**src/rtl/chop_ctrl.sv**
```systemverilog
module chop_ctrl #(
  parameter int BLANK_CYC = 225,
  parameter int OFF_CYC   = 2500,
  parameter int FAST_PCT  = 25
) (
  input  logic       clk,
  input  logic       rst_n,
  input  logic       drive_en,
  input  logic       drive_dir,
  input  logic       trip_async,
  input  logic       zero_i,
  output logic [1:0] mode_o
);
  localparam int FAST_RAW = OFF_CYC * FAST_PCT / 100;
  localparam int FAST_CYC = (FAST_RAW < 1) ? 1 : FAST_RAW;
  localparam int MAXC     = (OFF_CYC > BLANK_CYC) ? OFF_CYC : BLANK_CYC;
  localparam int CW       = $clog2(MAXC + 1);
  localparam logic [CW-1:0] B_LAST = CW'(BLANK_CYC - 1);
  localparam logic [CW-1:0] F_LAST = CW'(FAST_CYC - 1);
  localparam logic [CW-1:0] O_LAST = CW'(OFF_CYC - 1);

  typedef enum logic [2:0] {S_IDLE, S_BLANK, S_ON, S_FAST, S_HIZ, S_SLOW} st_t;

  st_t           st;
  logic [CW-1:0] cnt;
  logic          dir_q, trip_m, trip_s;

  wire abort = (st != S_IDLE) && (!drive_en || (drive_dir != dir_q));

  always_ff @(posedge clk) begin
    if (!rst_n) begin
      st     <= S_IDLE;
      cnt    <= '0;
      dir_q  <= 1'b0;
      trip_m <= 1'b0;
      trip_s <= 1'b0;
    end else begin
      trip_m <= trip_async;
      trip_s <= trip_m;
      cnt    <= cnt + CW'(1);
      if (abort) begin
        st <= S_IDLE;
      end else begin
        case (st)
          S_IDLE: if (drive_en) begin
            st    <= S_BLANK;
            cnt   <= '0;
            dir_q <= drive_dir;
          end
          S_BLANK: if (cnt == B_LAST) st <= S_ON;
          S_ON: if (trip_s) begin
            st  <= S_FAST;
            cnt <= '0;
          end
          S_FAST, S_HIZ: begin
            if (cnt == F_LAST)                st <= S_SLOW;
            else if (st == S_FAST && zero_i)  st <= S_HIZ;
          end
          S_SLOW: if (cnt == O_LAST) begin
            st  <= S_BLANK;
            cnt <= '0;
          end
          default: st <= S_IDLE;
        endcase
      end
    end
  end

  always_comb begin
    case (st)
      S_BLANK, S_ON: mode_o = 2'b01;
      S_FAST:        mode_o = 2'b10;
      S_SLOW:        mode_o = 2'b11;
      default:       mode_o = 2'b00;
    endcase
  end
endmodule

```
**config.mk**
```make
export PLATFORM = sky130hd
export DESIGN_NAME = chop_ctrl
export DESIGN_NICKNAME = d
export VERILOG_FILES = /design/src/rtl/chop_ctrl.sv
export SDC_FILE = /design/constraint.sdc
export NUM_CORES = 1
export LEC_CHECK = 0
export ABC_AREA = 1
export BUFFER_PORTS_ARGS = -buffer_cell sky130_fd_sc_hd__buf_2
export CAP_MARGIN = 20
export CORE_ASPECT_RATIO = 1.75
export CORE_UTILIZATION = 45
export DETAILED_ROUTE_END_ITERATION = 10
export PLACE_DENSITY = 0.66
export RECOVER_POWER = 25
export SLEW_MARGIN = 15
export SYNTH_ARGS = -nofsm -noshare
export SYNTH_HDL_FRONTEND = slang
export SYNTH_SLANG_ARGS = --single-unit
```
**constraint.sdc**
```tcl
create_clock -name clk -period 4.45 [get_ports clk]
set_clock_uncertainty 0.1 [all_clocks]
set_input_delay 0.89 -clock clk [delete_from_list [all_inputs] [get_ports clk]]
set_output_delay 0.89 -clock clk [all_outputs]
set_load 0.03 [all_outputs]
```
==> flow_metrics.py, run 1 <==
metrics = {
    "logic_synthesis": {
        "ys_ff_latch": 18,
        "syn_area_sq_um": 1070,
        "yosysTopAreaCell": "dfxtp_1",
        "yosysSeqAreaShare_pct": 33.7,
        "ys_types": 20,
        "synth_area_leaders": "dfxtp_1, nand2_1, inv_1",
        "netlist.area_leader.share_pct": 33.7,
        "syn_area_per_cell_sq_um": 6.60,
        "yosys_warnings": 0,
        "synth_nets": 170,
        "syn_inst": 162,
    },
    "clocking": {
        "post_cts_resized": 0,
        "cts_tree": "built",
        "cts_htree_levels": 1,
        "clk_path_buf_depth": 2,
        "post_cts_buffers": 0,
        "cts.clk_slew.worst_paths_ns": 0.07,
        "clk_latency_ns": 0.25,
        "cts_buffers": 3,
        "ctsHoldBuffers": 0,
        "cts.sinks": 18,
        "root_buffer": "clkbuf_8",
    },
    "global_route": {
        "overflow": 0,
        "grt_usage_pct": 17.3,
        "grt_max_degree": 13,
        "grt_pass1_vias": 804,
        "antenna_found_initial": 0,
        "grt_first_pass_wirelength_microns": 3110,
    },
    "floorplanning": {
        "dieHeight_microns": 66.5,
        "die_width_microns": 38.9,
        "rows": 23,
        "die_area_sq_um": 2580,
        "initial_utilization_pct": 47.1,
        "design.core.area_sq_um": 2270,
        "io_pins": 8,
    },
    "timing": {
        "tightest_slew_ns": 0.331,
        "max_freq_mhz": 410,
        "hold_ws_ns": 0.319,
        "slew_violations": 0,
        "hold_violations": 0,
        "timing.final.crit_period_ns": 2.44,
        "setup_tns_ns": 0,
        "rsz0062_at_grt": "no",
        "maxSlewHeadroom_pct": 77.9,
        "finalSetupViolCount": 0,
        "finalCritPeriodShare_pct": 54.8,
    },
    "routing": {
        "drtIter0Drc": 14,
        "num_vias": 936,
        "viasPerCell": 4.75,
        "wl_per_cell_microns": 10.3,
        "first_pass_iters": 4,
        "wl_microns": 2030,
        "ant_nets": 0,
        "drc_errors": 0,
    },
    "critical_path": {
        "max_stage_delay_ns": 0.43,
        "critPathSlowestCell": "dfxtp_1",
        "crit_top_cell": "nand2_1",
        "r2r_slack_ns": 2.74,
        "cp.arrival_ns": 1.45,
        "required_ns": 3.46,
        "crit_family": "simple AND/OR/NAND/NOR gates",
        "crit_type": "flip-flop to output pin",
        "crit-reg2reg-launch": "cnt[0]",
        "start_kind": "flip-flop",
        "r2r_end": "cnt[2]",
        "path_max_fanout": 5,
        "rr_worst_depth": 8,
        "setup.worst_path.end_class": "output pin",
        "path_cells": "inv_2 -> nand2_1 -> nor2_1 -> or2_2 -> inv_1 -> nand2_1 -> buf_2",
        "path_buf_inv": 3,
    },
    "min_path": {
        "min_to": "trip_s",
        "min_path_cells": 2,
        "min-delay-start": "trip_m",
        "hold_class": "flip-flop to flip-flop",
    },
    "power": {
        "powerDensity_nw_per_um2": 562,
        "leakage_uw": 0.000563,
        "vdd_ir_drop_max_uv": 324,
    },
    "layout": {
        "fin_cells": 197,
        "post_route_cells_drive_above_1_share_pct": 18.0,
        "fill_cells": 227,
        "multi_input_area_sq_um": 582,
        "seq_area_sq_um": 360,
        "diodes": 0,
        "area_growth_pct": 10.1,
        "nets": 181,
    },
    "placement": {
        "dp_cells": 193,
        "hpwl_microns": 1690,
        "gp_congestion": 0.836,
        "port_buffers": 7,
    },
    "status": {
        "status": "completed",
    },
    "job": {
        "maxCapViolCount": 0,
    },
}
-- per-stage QoR --
| step | util, % | setup slack (ns) | power, uW | instance area, sq um |
|---|---|---|---|---|
| after floorplan | - | 2.39 | 484 | 1070 |
| after global placement | 49.5 | 2.33 | 529 | 1120 |
| after detailed placement | 49.5 | 2.30 | 535 | 1120 |
| after CTS | 51.9 | 2.02 | 670 | 1180 |
| after global routing | 51.8 | 1.91 | 718 | 1180 |
| final | 51.8 | 2.01 | 661 | 1180 |
-- metal layers --
layer	share of wire, %	up-vias	track usage [%]	wire length (microns)
li1	-	505	-	-
met1	39	421	15.7	782
met2	58	6	34.4	1180
met3	1.6	4	2.00	32
met4	1.9	0	7.76	38
met5	0	-	0	0
-- cells in the final DEF, fill, tap and decap left out, drive strengths merged --
master	n
clkbuf	6
nand2	39
inv	31
nand3	13
ha	2
buf	5
or2	1
nand3b	1
nand4	4
xnor2	2
xor2	9
dfxtp	18
o21ai	1
a21oi	4
nor3	3
nor2	33
-- area by class of cell --
| class | instances | area share [%] |
|---|---|---|
| multi-input cells | 112 | 49.4 |
| flip-flops and latches | 18 | 30.6 |
| inverters | 31 | 9.88 |
| clock buffers | 4 | 4.68 |
| repair buffers | 7 | 2.76 |
| well taps | 25 | 2.66 |
-- how the worst max path moves through the flow --
stage                      from         to  slack [ns]  cells past startpoint
after global placement    st[1]  mode_o[0]        2.33                      7
after floorplan           st[1]  mode_o[0]        2.39                      6
final                     st[1]  mode_o[0]        2.01                      7
after CTS                 st[1]  mode_o[0]        2.02                      7
after global routing      st[1]  mode_o[0]        1.91                      7
after detailed placement  st[1]  mode_o[0]        2.30                      7
-- Yosys cell counts, drive strengths merged --
master and n:
nand4 4, nor2 33, a21oi 4, buf 1, inv 31, xnor2 2, nand3b 1, xor2 9
dfxtp 18, o21ai 1, nor3 3, nand2 39, ha 2, or2 1, nand3 13
-- state kept, by name, summed over array words and instances (netlist names) --
| name | count |
|---|---|
| trip_s | 1 |
| dir_q | 1 |
| trip_m | 1 |
| st | 3 |
| cnt | 12 |
-- report_power, final --
group / internal (uW) / total [uW] / switching (uW)
clock network: 78.6 / 132 / 53.1
logic: 107 / 315 / 208
registers: 185 / 215 / 29.4
-- cells by family (layout without fill, tap and decap cells) --
kind of cell             after synthesis  count (layout)  synth area share [%]
AO/OA/AOI/OAI                          5               5                  2.69
XOR/XNOR                              11              11                  9.01
adder cells (fa/ha/maj)                2               2                  2.34
buffers and inverters                 32              42                  11.9
flip-flops                            18              18                  33.7
AND/OR/NAND/NOR                       94              94                  40.4
-- tightest hold or removal path, delay by kind of cell (launching register included) --
family	cells	cell delay, ns
buffers and inverters	1	0.04
flip-flops	1	0.31
AND/OR/NAND/NOR	1	0.05
Power figures use the tool's default switching activity.
==> run 2, diff against run 1 <==
==> constraint.sdc (replaced) <==
create_clock -name clk -period 2.3 [get_ports clk]
set_clock_uncertainty 0.1 [all_clocks]
set_input_delay 0.46 -clock clk [delete_from_list [all_inputs] [get_ports clk]]
set_output_delay 0.46 -clock clk [all_outputs]
set_load 0.03 [all_outputs]
==> run 2 against run 1 <==
Setup slack worse by 1.7 ns. Flip-flop and latch count unchanged. Register-to-register slack worse by 2.1 ns. Via count up 0.32%. Critical endpoint unchanged. Hold slack worse by 0.037 ns. Die area unchanged. Non-clock buffer count unchanged. Clock-buffer cell count unchanged. Critical path depth unchanged.
==> flow_metrics.py, run 2 (same netlist as run 1, synthesis figures left out) <==
metrics = {
    "status": {
        "status": "completed",
    },
    "routing": {
        "drc_errors": 0,
        "ant_nets": 0,
        "viasPerCell": 4.77,
        "num_vias": 939,
        "drtIter0Drc": 24,
        "first_pass_iters": 4,
        "wl_microns": 2040,
        "wl_per_cell_microns": 10.3,
    },
    "critical_path": {
        "required_ns": 1.74,
        "crit_type": "flip-flop to output pin",
        "path_buf_inv": 3,
        "crit_family": "simple AND/OR/NAND/NOR gates",
        "start_kind": "flip-flop",
        "path_cells": "inv_2 -> nand2_1 -> nor2_1 -> or2_2 -> inv_1 -> nand2_1 -> buf_2",
        "critPathSlowestCell": "dfxtp_1",
        "crit_top_cell": "nand2_1",
        "max_stage_delay_ns": 0.40,
        "setup.worst_path.end_class": "output pin",
        "path_max_fanout": 5,
        "cp.arrival_ns": 1.41,
    },
    "floorplanning": {
        "die_area_sq_um": 2580,
        "initial_utilization_pct": 47.1,
        "design.core.area_sq_um": 2270,
        "rows": 23,
        "io_pins": 8,
        "dieHeight_microns": 66.5,
        "die_width_microns": 38.9,
    },
    "power": {
        "p_int_uw": 716,
        "pwr-share-comb_pct": 47.7,
        "switching_share_pct": 44.1,
        "leakage_uw": 0.000561,
        "clockPowerShare_pct": 20.1,
        "vdd_ir_drop_max_uv": 431,
        "powerDensity_nw_per_um2": 1090,
        "p_switching_uw": 565,
        "pwr-share-seq_pct": 32.2,
    },
    "layout": {
        "largest_reg_flops": 12,
        "area_growth_pct": 9.82,
        "largest-register": "cnt",
        "final_common_cell": "nand2_1",
        "top_regs": "cnt (12), st (3)",
        "post_route_cells_drive_above_1_share_pct": 17.4,
        "final_area_sq_um": 1170,
        "diodes": 0,
        "final_cell_mix": "nand2_1, inv_1, nor2_1, dfxtp_1, nand3_1",
        "nets": 181,
    },
    "timing": {
        "tightest_slew_ns": 0.359,
        "maxSlewHeadroom_pct": 76.2,
        "slew_violations": 0,
        "max_freq_mhz": 508,
        "finalCritPeriodShare_pct": 85.6,
        "hold_violations": 0,
        "rsz0062_at_grt": "no",
        "timing.final.crit_period_ns": 1.97,
        "finalSetupViolCount": 0,
        "setup_tns_ns": 0,
    },
    "placement": {
        "gp_congestion": 0.833,
        "detailed_place.area_sq_um": 1120,
        "hpwl_microns": 1670,
        "port_buffers": 7,
    },
    "clocking": {
        "ctsHoldBuffers": 0,
        "clk_latency_ns": 0.25,
        "cts.clk_slew.worst_paths_ns": 0.07,
        "cts_htree_levels": 1,
        "cts_tree": "built",
        "post_cts_resized": 0,
        "clk_path_buf_depth": 2,
        "cts.sinks": 18,
        "root_buffer": "clkbuf_8",
        "post_cts_buffers": 0,
        "cts_buffers": 3,
    },
    "global_route": {
        "grt_max_degree": 13,
        "grt_pass1_vias": 865,
        "grt_first_pass_wirelength_microns": 3320,
        "overflow": 0,
        "grt_usage_pct": 18.1,
        "antenna_found_initial": 0,
    },
    "job": {
        "maxCapViolCount": 0,
    },
    "min_path": {
        "hold_class": "input port to flip-flop",
    },
}
[run 2: power by group through the flow]
stage | combinational [uW] | clock, uW | sequential (uW)
final | 612 | 257 | 413
after detailed placement | 617 | 0 | 423
after global placement | 604 | 0 | 420
after floorplan | 523 | 0 | 412
after CTS | 619 | 266 | 415
after global routing | 694 | 277 | 419
[run 2: layout make-up]
cell class	instances	area [sq um]
Sequential cell	18	360
Fill cell	234	1100
Tap cell	25	31.3
Inverter	31	116
Multi-Input combinational cell	112	579
Clock buffer	4	55.1
Timing Repair Buffer	7	32.5
[run 2: per-layer routing]
metal / share of wire (%) / track usage [%] / vias to the layer above / routed length (microns)
li1: - / - / 509 / -
met1: 40 / 16.9 / 420 / 810
met2: 57 / 35.6 / 6 / 1170
met3: 1.2 / 2.00 / 4 / 25
met4: 1.7 / 7.76 / 0 / 35
met5: 0 / 0 / - / 0
[run 2: path summary, 6_finish.rpt]
check                   from   endpoint  slack [ns]  cells past startpoint
setup / recovery       st[1]  mode_o[0]        0.33                      7
hold reg to reg       trip_m     trip_s        0.32                      2
setup reg to reg      cnt[0]     cnt[1]        0.63                      8
hold / removal    trip_async     trip_m        0.28                      3
[run 2: per-stage QoR]
stage	power [uW]	utilization [%]	worst slack [ns]	std cells	hold slack (ns)
after floorplan	936	-	0.667	162	0.290
after global placement	1020	49.5	0.611	193	0.297
after detailed placement	1040	49.5	0.585	193	0.304
after CTS	1300	51.9	0.304	197	0.279
after global routing	1390	51.7	0.233	197	0.312
final	1280	51.7	0.332	197	0.282
[run 2: worst reg2reg max path, delay by kind of cell (launching register included)]
kind | cells | cell delay, ns
adder cells (fa/ha/maj) | 1 | 0.27
flip-flops | 1 | 0.39
AND/OR/NAND/NOR | 7 | 0.80
